--- src/rtl/mbx_pkg.sv ---
package mbx_pkg;
  localparam logic [7:0]  OFS_DOORBELL = 8'h20;
  localparam logic [7:0]  OFS_STATUS   = 8'h30;
  localparam logic [7:0]  OFS_MASK     = 8'h34;
  localparam logic [7:0]  OFS_REQ      = 8'h40;
  localparam logic [7:0]  OFS_RPL      = 8'h44;
  localparam logic [7:0]  OFS_SCRATCH  = 8'hB0;
  localparam logic [31:0] RPL_EMPTY    = 32'hFFFF_FFFF;
  localparam logic [31:0] READY_WORD   = 32'hFFFF_0000;
  localparam int          ERR_POS      = 1;
endpackage

--- src/rtl/mbx_fifo.sv ---
module mbx_fifo #(
  parameter int DW    = 32,
  parameter int DEPTH = 16,
  localparam int AW   = (DEPTH > 1) ? $clog2(DEPTH) : 1,
  localparam int CW   = $clog2(DEPTH + 1)
) (
  input  logic          clk_i,
  input  logic          rst_ni,
  input  logic          push_i,
  input  logic [DW-1:0] data_i,
  input  logic          pop_i,
  output logic [DW-1:0] data_o,
  output logic          empty_o,
  output logic          full_o,
  output logic [CW-1:0] count_o
);
  logic [DW-1:0] mem [DEPTH];
  logic [AW-1:0] wptr, rptr;
  logic          do_push, do_pop;

  assign empty_o = (count_o == '0);
  assign full_o  = (count_o == CW'(DEPTH));
  assign do_push = push_i & ~full_o;
  assign do_pop  = pop_i & ~empty_o;
  assign data_o  = mem[rptr];

  function automatic logic [AW-1:0] nxt(input logic [AW-1:0] p);
    return (p == AW'(DEPTH - 1)) ? '0 : p + 1'b1;
  endfunction

  always_ff @(posedge clk_i or negedge rst_ni) begin
    if (!rst_ni) begin
      wptr    <= '0;
      rptr    <= '0;
      count_o <= '0;
    end else begin
      if (do_push) wptr <= nxt(wptr);
      if (do_pop)  rptr <= nxt(rptr);
      if (do_push && !do_pop)      count_o <= count_o + 1'b1;
      else if (do_pop && !do_push) count_o <= count_o - 1'b1;
    end
  end

  always_ff @(posedge clk_i) begin
    if (do_push) mem[wptr] <= data_i;
  end
endmodule

--- src/rtl/mbx_ready_timer.sv ---
module mbx_ready_timer #(
  parameter int DLY = 32,
  localparam int CW = $clog2(DLY + 2)
) (
  input  logic clk_i,
  input  logic rst_ni,
  output logic ready_o
);
  logic [CW-1:0] cnt;

  assign ready_o = (cnt == CW'(DLY));

  always_ff @(posedge clk_i or negedge rst_ni) begin
    if (!rst_ni)      cnt <= '0;
    else if (!ready_o) cnt <= cnt + 1'b1;
  end
endmodule

--- src/rtl/cmd_mailbox.sv ---
module cmd_mailbox
  import mbx_pkg::*;
#(
  parameter int DEPTH     = 16,
  parameter bit ALT_BIT   = 1'b0,
  parameter int READY_DLY = 32,
  localparam int IB       = ALT_BIT ? 2 : 3,
  localparam int CW       = $clog2(DEPTH + 1)
) (
  input  logic        clk_i,
  input  logic        rst_ni,
  input  logic        wr_en_i,
  input  logic        rd_en_i,
  input  logic [7:0]  addr_i,
  input  logic [31:0] wdata_i,
  output logic [31:0] rdata_o,
  output logic        irq_o,
  output logic        req_valid_o,
  output logic [31:0] req_data_o,
  input  logic        req_pop_i,
  input  logic        rpl_push_i,
  input  logic [31:0] rpl_data_i,
  input  logic        rpl_err_i,
  output logic        rpl_full_o,
  output logic [31:0] doorbell_o,
  output logic        ovf_o
);
  logic          req_wr, req_full, req_empty;
  logic          rpl_rd, rpl_empty, ready;
  logic [31:0]   rpl_head, rpl_word;
  logic [CW-1:0] req_cnt, rpl_cnt;
  logic          mask_off;

  assign req_wr      = wr_en_i && (addr_i == OFS_REQ);
  assign rpl_rd      = rd_en_i && (addr_i == OFS_RPL);
  assign req_valid_o = ~req_empty;
  assign rpl_word    = rpl_data_i | (32'(rpl_err_i) << ERR_POS);
  assign irq_o       = ~rpl_empty & ~mask_off;

  mbx_fifo #(.DW(32), .DEPTH(DEPTH)) u_req_fifo (
    .clk_i, .rst_ni,
    .push_i (req_wr),
    .data_i (wdata_i),
    .pop_i  (req_pop_i),
    .data_o (req_data_o),
    .empty_o(req_empty),
    .full_o (req_full),
    .count_o(req_cnt)
  );

  mbx_fifo #(.DW(32), .DEPTH(DEPTH)) u_rpl_fifo (
    .clk_i, .rst_ni,
    .push_i (rpl_push_i),
    .data_i (rpl_word),
    .pop_i  (rpl_rd),
    .data_o (rpl_head),
    .empty_o(rpl_empty),
    .full_o (rpl_full_o),
    .count_o(rpl_cnt)
  );

  mbx_ready_timer #(.DLY(READY_DLY)) u_ready (
    .clk_i, .rst_ni,
    .ready_o(ready)
  );

  always_ff @(posedge clk_i or negedge rst_ni) begin
    if (!rst_ni) begin
      mask_off   <= 1'b1;
      doorbell_o <= '0;
      ovf_o      <= 1'b0;
    end else begin
      if (wr_en_i && addr_i == OFS_MASK)     mask_off   <= wdata_i[IB];
      if (wr_en_i && addr_i == OFS_DOORBELL) doorbell_o <= wdata_i;
      if (req_wr && req_full)                ovf_o      <= 1'b1;
    end
  end

  always_comb begin
    rdata_o = '0;
    if (rd_en_i) begin
      unique case (addr_i)
        OFS_DOORBELL: rdata_o = doorbell_o;
        OFS_STATUS:   rdata_o[IB] = ~rpl_empty;
        OFS_MASK:     rdata_o[IB] = mask_off;
        OFS_RPL:      rdata_o = rpl_empty ? RPL_EMPTY : rpl_head;
        OFS_SCRATCH:  rdata_o = ready ? READY_WORD : '0;
        default:      rdata_o = '0;
      endcase
    end
  end
endmodule

--- config.mk ---
export PLATFORM = sky130hd
export DESIGN_NAME = cmd_mailbox
export DESIGN_NICKNAME = d
export VERILOG_FILES = /design/src/rtl/mbx_pkg.sv /design/src/rtl/mbx_fifo.sv /design/src/rtl/mbx_ready_timer.sv /design/src/rtl/cmd_mailbox.sv
export SDC_FILE = /design/constraint.sdc
export NUM_CORES = 1
export LEC_CHECK = 0
export BUFFER_PORTS_ARGS = -buffer_cell sky130_fd_sc_hd__buf_2
export CORE_MARGIN = 2
export CORE_UTILIZATION = 60
export DETAILED_ROUTE_END_ITERATION = 8
export PLACE_DENSITY = 0.85
export SYNTH_ARGS = -nofsm -noshare
export SYNTH_HDL_FRONTEND = slang
export SYNTH_HIERARCHICAL = 1
export SYNTH_SLANG_ARGS = --single-unit
--- constraint.sdc ---
create_clock -name clk_i -period 7.85 [get_ports clk_i]
set_input_delay 2.355 -clock clk_i [delete_from_list [all_inputs] [get_ports clk_i]]
set_output_delay 2.355 -clock clk_i [all_outputs]
set_load 0.1 [all_outputs]
==> impl_metrics.tcl, run 1 <==
set metrics [dict create \
    port_buffers 178 \
    min_period_ns 6.95 \
    synthesis.area_mm2 0.0433 \
    drt-wirelength-per-cell_um 31.8 \
    maxCapViolations 0 \
    nets 2529 \
    syn-num-nets 2313 \
    via_count 23800 \
    synth_warnings 6 \
    track_usage_pct 30.0 \
    cp-end-kind "output port" \
    cpPeakStageDelay_ns 0.57 \
    cts_hold_buf 0 \
    synth_edf_count 1024 \
    relSlewSlack_pct 14.9 \
    critPathLaunchType "input pin" \
    ys_seq_elements 1090 \
    final_common_cell "edfxtp_1" \
    fmax_ghz 0.144 \
    power.density_mw_per_mm2 320 \
    dp.cells 3273 \
    syn_to_final_growth_pct 13.6 \
    p_leak_nw 16.1 \
    hold_path.class "reg -> reg" \
    critical_path_class "in -> out" \
    vias_per_cell 6.85 \
    numCtsBuffers 101 \
    pre_cts_slack_ns 0.940 \
    crit_required_ns 5.50 \
    crit_arrival_ns 4.60 \
    cp_max_fo 32 \
    die_w_um 273 \
    grt_pass1_wl_mm 160 \
    finalSetupViolations 0 \
    place_congestion 0.769 \
    tritoncts "built" \
    synthArstFlopShare_pct 6.06 \
    cpMaxStageDelayCell "or4b_4" \
    routed_wl_mm 110 \
    grt_overflow 0 \
    drtIter0Drc 3339 \
    clock-sinks 1090 \
    worst_pin_slew_ns 1.27 \
    rows 98 \
    root_buffer "clkbuf_16" \
    r2r_slack_ns 3.87 \
    drive_gt1_share_pct 31.1 \
    fin_crit_sh_pct 88.6 \
    maxSlewViolCount 0 \
    core_area_mm2 0.0715 \
    synth_cells 2210 \
    cts_post_setup_buffers_inserted 0 \
    drcViolationCount 0 \
    die_h_um 273 \
    initial_core_util_pct 60.6 \
    h-tree-depth 3 \
    worstHoldPathCells 1 \
    ioPinCount 179 \
    yosysUniqueCellTypes 54 \
    worstSkewPairLatency_ns 0.69 \
    fp.dieArea_mm2 0.0744 \
    syn_avg_cell_area_um2 19.6 \
    post-dp-hpwl_mm 61.7 \
    antenna_found_initial 21 \
    ir_worst_vdd_mv 0.429 \
    clk_pin_slew_ns 0.06 \
    hold_viol 0 \
    clock_tree.buffer_depth 3 \
    reg2reg_depth 6 \
    finalSetupTns_ns 0 \
    status "finished clean" \
    final_antenna_net_count 0 \
    ctsResizeCount 0 \
    layout_common_cells "edfxtp_1 (1024), mux4_2 (192), mux2_2 (160)" \
    layout_setup_ws_ns 0.897 \
    drtPass1Iterations 5 \
    rsz0062_at_grt "false" \
    fin_skew_ns 0.0365 \
    final_cell_count_no_fill 3470 \
    grt_pass1_vias 24200 \
    yosysSeqAreaShare_pct 74.8 \
    grt_max_degree 88 \
    ys.flop_type "edfxtp_1" \
    worstPathCellList "buf_2, or4b_4, nor3b_4, buf_4, o21ai_0, a31oi_1, buf_12" \
]
==> cells in the mapped netlist (all sizes together), types with 3 or more instances <==
library cell / count / area share, %
buf: 78 / 1.2
nand2: 63 / 0.55
nand2b: 9 / 0.13
nor2: 41 / 0.36
o21ai: 110 / 1.3
ha: 22 / 0.64
xnor2: 15 / 0.30
o221ai: 64 / 1.3
nand4: 4 / 0.058
a31oi: 16 / 0.23
edfxtp: 1024 / 71
inv: 84 / 0.73
xor2: 3 / 0.061
mux4: 192 / 10
nor3: 12 / 0.16
dfrtp: 65 / 3.8
nor2b: 67 / 0.97
nand3: 12 / 0.14
a21oi: 19 / 0.22
mux2: 162 / 4.2
clkbuf: 46 / 0.40
a21boi: 3 / 0.052
a221o: 64 / 1.5
a21o: 7 / 0.12
or4: 4 / 0.078
==> per-layer routing <==
metal / vias to the layer above / share of wire, % / GRT usage (%)
met5: - / 0.11 / 0
met4: 20 / 4.5 / 13.0
met3: 367 / 12 / 8.29
met2: 1823 / 49 / 49.3
met1: 12100 / 34 / 37.7
li1: 9433 / - / -
==> worst max-delay path: cells and delay by family <==
kind                   cells  cell delay, ns
AO/OA/AOI/OAI              2            0.55
buffers and inverters      3            0.84
AND/OR/NAND/NOR            2            0.80
==> per-stage QoR <==
stage	cell area, µm²	hold WS, ns	total power, W	utilization, %
global placement	45900	0.461	0.0108	64.3
global route	49200	0.506	0.0162	68.8
CTS	49200	0.475	0.0158	68.8
finish	49200	0.475	0.0158	68.8
floorplan	43300	0.439	0.0100	-
detailed placement	45900	0.462	0.0110	64.3
==> registers in the layout, summed over array words and instances, names as in the netlist <==
| register | count |
|---|---|
| u_req_fifo/count_o | 5 |
| doorbell_o | 32 |
| u_rpl_fifo/count_o | 5 |
| mask_off | 1 |
| u_rpl_fifo/rptr | 4 |
| u_req_fifo/rptr | 4 |
| u_rpl_fifo/mem | 512 |
| u_rpl_fifo/wptr | 4 |
| u_req_fifo/mem | 512 |
| u_ready/cnt | 6 |
| u_req_fifo/wptr | 4 |
| ovf_o | 1 |
==> logic make-up after synthesis <==
| family | Yosys count | share of synthesized area [%] |
|---|---|---|
| DFF | 1090 | 74.8 |
| muxes | 356 | 14.2 |
| adders and majority gates | 24 | 0.728 |
| AOI/OAI and AO/OA | 292 | 4.85 |
| buffers and inverters | 208 | 2.35 |
| and+or+nand+nor | 222 | 2.67 |
| xor gates and xnor gates | 18 | 0.364 |
==> final timing paths <==
check                                         to                   from
setup / recovery                     rdata_o[16]              addr_i[4]
hold / removal                             ovf_o                  ovf_o
setup reg to reg            u_req_fifo/mem[0][1]  u_req_fifo/count_o[0]
hold reg to reg                            ovf_o                  ovf_o
max in group asynchronous     u_rpl_fifo/rptr[0]                 rst_ni
min in group asynchronous  u_rpl_fifo/count_o[4]                 rst_ni
==> where the power goes <==
group	switching [W]	internal [W]
combinational	0.00282	0.00121
clock	0.00213	0.00267
sequential	0.000264	0.00667
total	0.00521	0.0105
==> area by class of cell <==
| type | count | area [µm²] |
|---|---|---|
| clock buffer | 135 | 2740 |
| tap | 950 | 1190 |
| timing repair buffer | 237 | 1860 |
| antenna | 11 | 27.5 |
| fill | 4052 | 22300 |
| inverter | 84 | 315 |
| clock inverter | 51 | 507 |
| multi-input combinational | 912 | 10100 |
| sequential | 1090 | 32400 |
Note: power is estimated with default switching activity, not from simulation.
==> inputs of run 2 (changes only) <==
Settings changed: BUFFER_PORTS_ARGS -buffer_cell sky130_fd_sc_hd__buf_2 to -buffer_cell sky130_fd_sc_hd__clkbuf_2.
==> run 2 against run 1 <==
- core utilization rose by 0.32 points
- sequential power increased by 0.9%
- register-to-register slack improved by 0.28 ns
- first-iteration DRC count down 6.8%
- clock skew is essentially flat
- setup slack got worse by 0.048 ns
- design area is 0.47% higher
- die area is the same
- via count down 0.63%
- sequential cell count did not move
- global-route usage up 0.29 points
- highest routed layer unchanged
==> impl_metrics.tcl, run 2 (synthesis gave the netlist of run 1 again) <==
set metrics [dict create \
    final_common_cell "edfxtp_1" \
    syn_to_final_growth_pct 14.1 \
    relSlewSlack_pct 18.6 \
    critical_path_class "in -> out" \
    finalSetupViolations 0 \
    grt_overflow 0 \
    drt-wirelength-per-cell_um 32.1 \
    fp.dieArea_mm2 0.0744 \
    tritoncts "built" \
    layout_common_cells "edfxtp_1 (1024), mux4_2 (192), mux2_2 (160)" \
    maxCapViolations 0 \
    ioPinCount 179 \
    hold_start "ovf_o" \
    cts_post_setup_buffers_inserted 0 \
    track_usage_pct 30.3 \
    finalSetupTns_ns 0 \
    die_h_um 273 \
    ir_worst_vdd_mv 0.384 \
    antenna_found_initial 16 \
    post-dp-hpwl_mm 62.3 \
    vias_per_cell 6.79 \
    fin_skew_ns 0.0362 \
    finalPower_w 0.0160 \
    via_count 23600 \
    routed_wl_mm 112 \
    r2r_slack_ns 4.15 \
    fillerInstances 3991 \
    critPathLaunchType "input pin" \
    grt_pass1_wl_mm 161 \
    maxSlewViolCount 0 \
    grt_pass1_vias 24300 \
    worstSkewPairLatency_ns 0.69 \
    worst_pin_slew_ns 1.22 \
    numCtsBuffers 102 \
    holdPathEnd "ovf_o" \
    fmax_ghz 0.143 \
    nets 2531 \
    clk_pin_slew_ns 0.06 \
    core_area_mm2 0.0715 \
    final_antenna_net_count 0 \
    final_cell_count_no_fill 3479 \
    holdWs_ns 0.480 \
    clock-sinks 1090 \
    status "finished clean" \
    drtIter0Drc 3112 \
    fin_util_pct 69.2 \
    cp-end-kind "output port" \
    top_regs "u_req_fifo/mem (512), u_rpl_fifo/mem (512), doorbell_o (32)" \
    r2r_end "u_req_fifo/mem[11][19]" \
    port_buffers 178 \
    reg2reg_depth 6 \
    hold_path.class "reg -> reg" \
    place_congestion 0.805 \
    worstHoldPathCells 1 \
    dp.cells 3274 \
    grt_max_degree 68 \
    clock_tree.buffer_depth 3 \
    power.density_mw_per_mm2 324 \
    drive_gt1_share_pct 31.8 \
    drcViolationCount 0 \
    h-tree-depth 3 \
    rows 98 \
    ctsResizeCount 0 \
    cts_hold_buf 0 \
    crit_arrival_ns 4.65 \
    p_leak_nw 16.2 \
    die_w_um 273 \
    crit_required_ns 5.50 \
    initial_core_util_pct 60.6 \
    root_buffer "clkbuf_16" \
    hold_viol 0 \
    startpoint "addr_i[4]" \
    rsz0062_at_grt "false" \
    cp_max_fo 32 \
    drtPass1Iterations 6 \
    min_period_ns 7.00 \
    fin_crit_sh_pct 89.2 \
    worstReg2RegStart "u_req_fifo/count_o[0]" \
]
[run 2: cell types whose count changed in the layout (fill, tap and decap cells not counted), sizes merged]
cell,before,now
buf,237,92
bufinv,6,12
clkbuf,135,283
clkinv,37,38
clkinvlp,2,3
diode,11,12
inv,90,87
[run 2: stage by stage]
stage	setup WS, ns	instance area, µm²
2_1_floorplan	0.234	43300
3_3_place_gp	1.00	45900
3_5_place_dp	0.923	45900
4_1_cts	0.882	49400
5_1_grt	0.771	49400
6_report	0.849	49400
[run 2: cell type report]
class / count / area (µm²) / share of cell area [%]
flip-flops and latches: 1090 / 32400 / 65.6
multi-input cells: 912 / 10100 / 20.5
clock buffers: 137 / 2780 / 5.61
repair buffers: 238 / 1850 / 3.74
well taps: 950 / 1190 / 2.40
clock inverters: 56 / 713 / 1.44
inverters: 84 / 315 / 0.638
diodes: 12 / 30.0 / 0.0607
[run 2: how the worst max path moves through the flow]
| stage | to | slack (ns) | cells past startpoint |
|---|---|---|---|
| after floorplan | rdata_o[16] | 0.23 | 6 |
| after global placement | rdata_o[16] | 1.00 | 7 |
| after detailed placement | rdata_o[27] | 0.92 | 7 |
| after CTS | rdata_o[22] | 0.88 | 7 |
| after global routing | rdata_o[9] | 0.77 | 7 |
| final | rdata_o[20] | 0.85 | 7 |
[run 2: layer usage]
layer | vias up | wire, µm | global-route usage, %
met4 | 10 | 6030 | 15.3
met5 | - | 65 | 0
met2 | 1690 | 54800 | 49.3
li1 | 9439 | - | -
met3 | 400 | 12600 | 7.29
met1 | 12100 | 38100 | 38.4
[run 2: critical path, cell delays in order]
cell	delay (ns)
clkbuf_2	0.18
or4b_4	0.59
nor3b_4	0.23
buf_4	0.46
o21ai_0	0.21
a31oi_1	0.37
buf_12	0.22
[run 2: report_power, final]
group          internal [W]  switching [W]  leakage (nW)
Clock               0.00291        0.00217          1.70
Sequential          0.00667       0.000321          10.1
Combinational       0.00120        0.00275          4.42
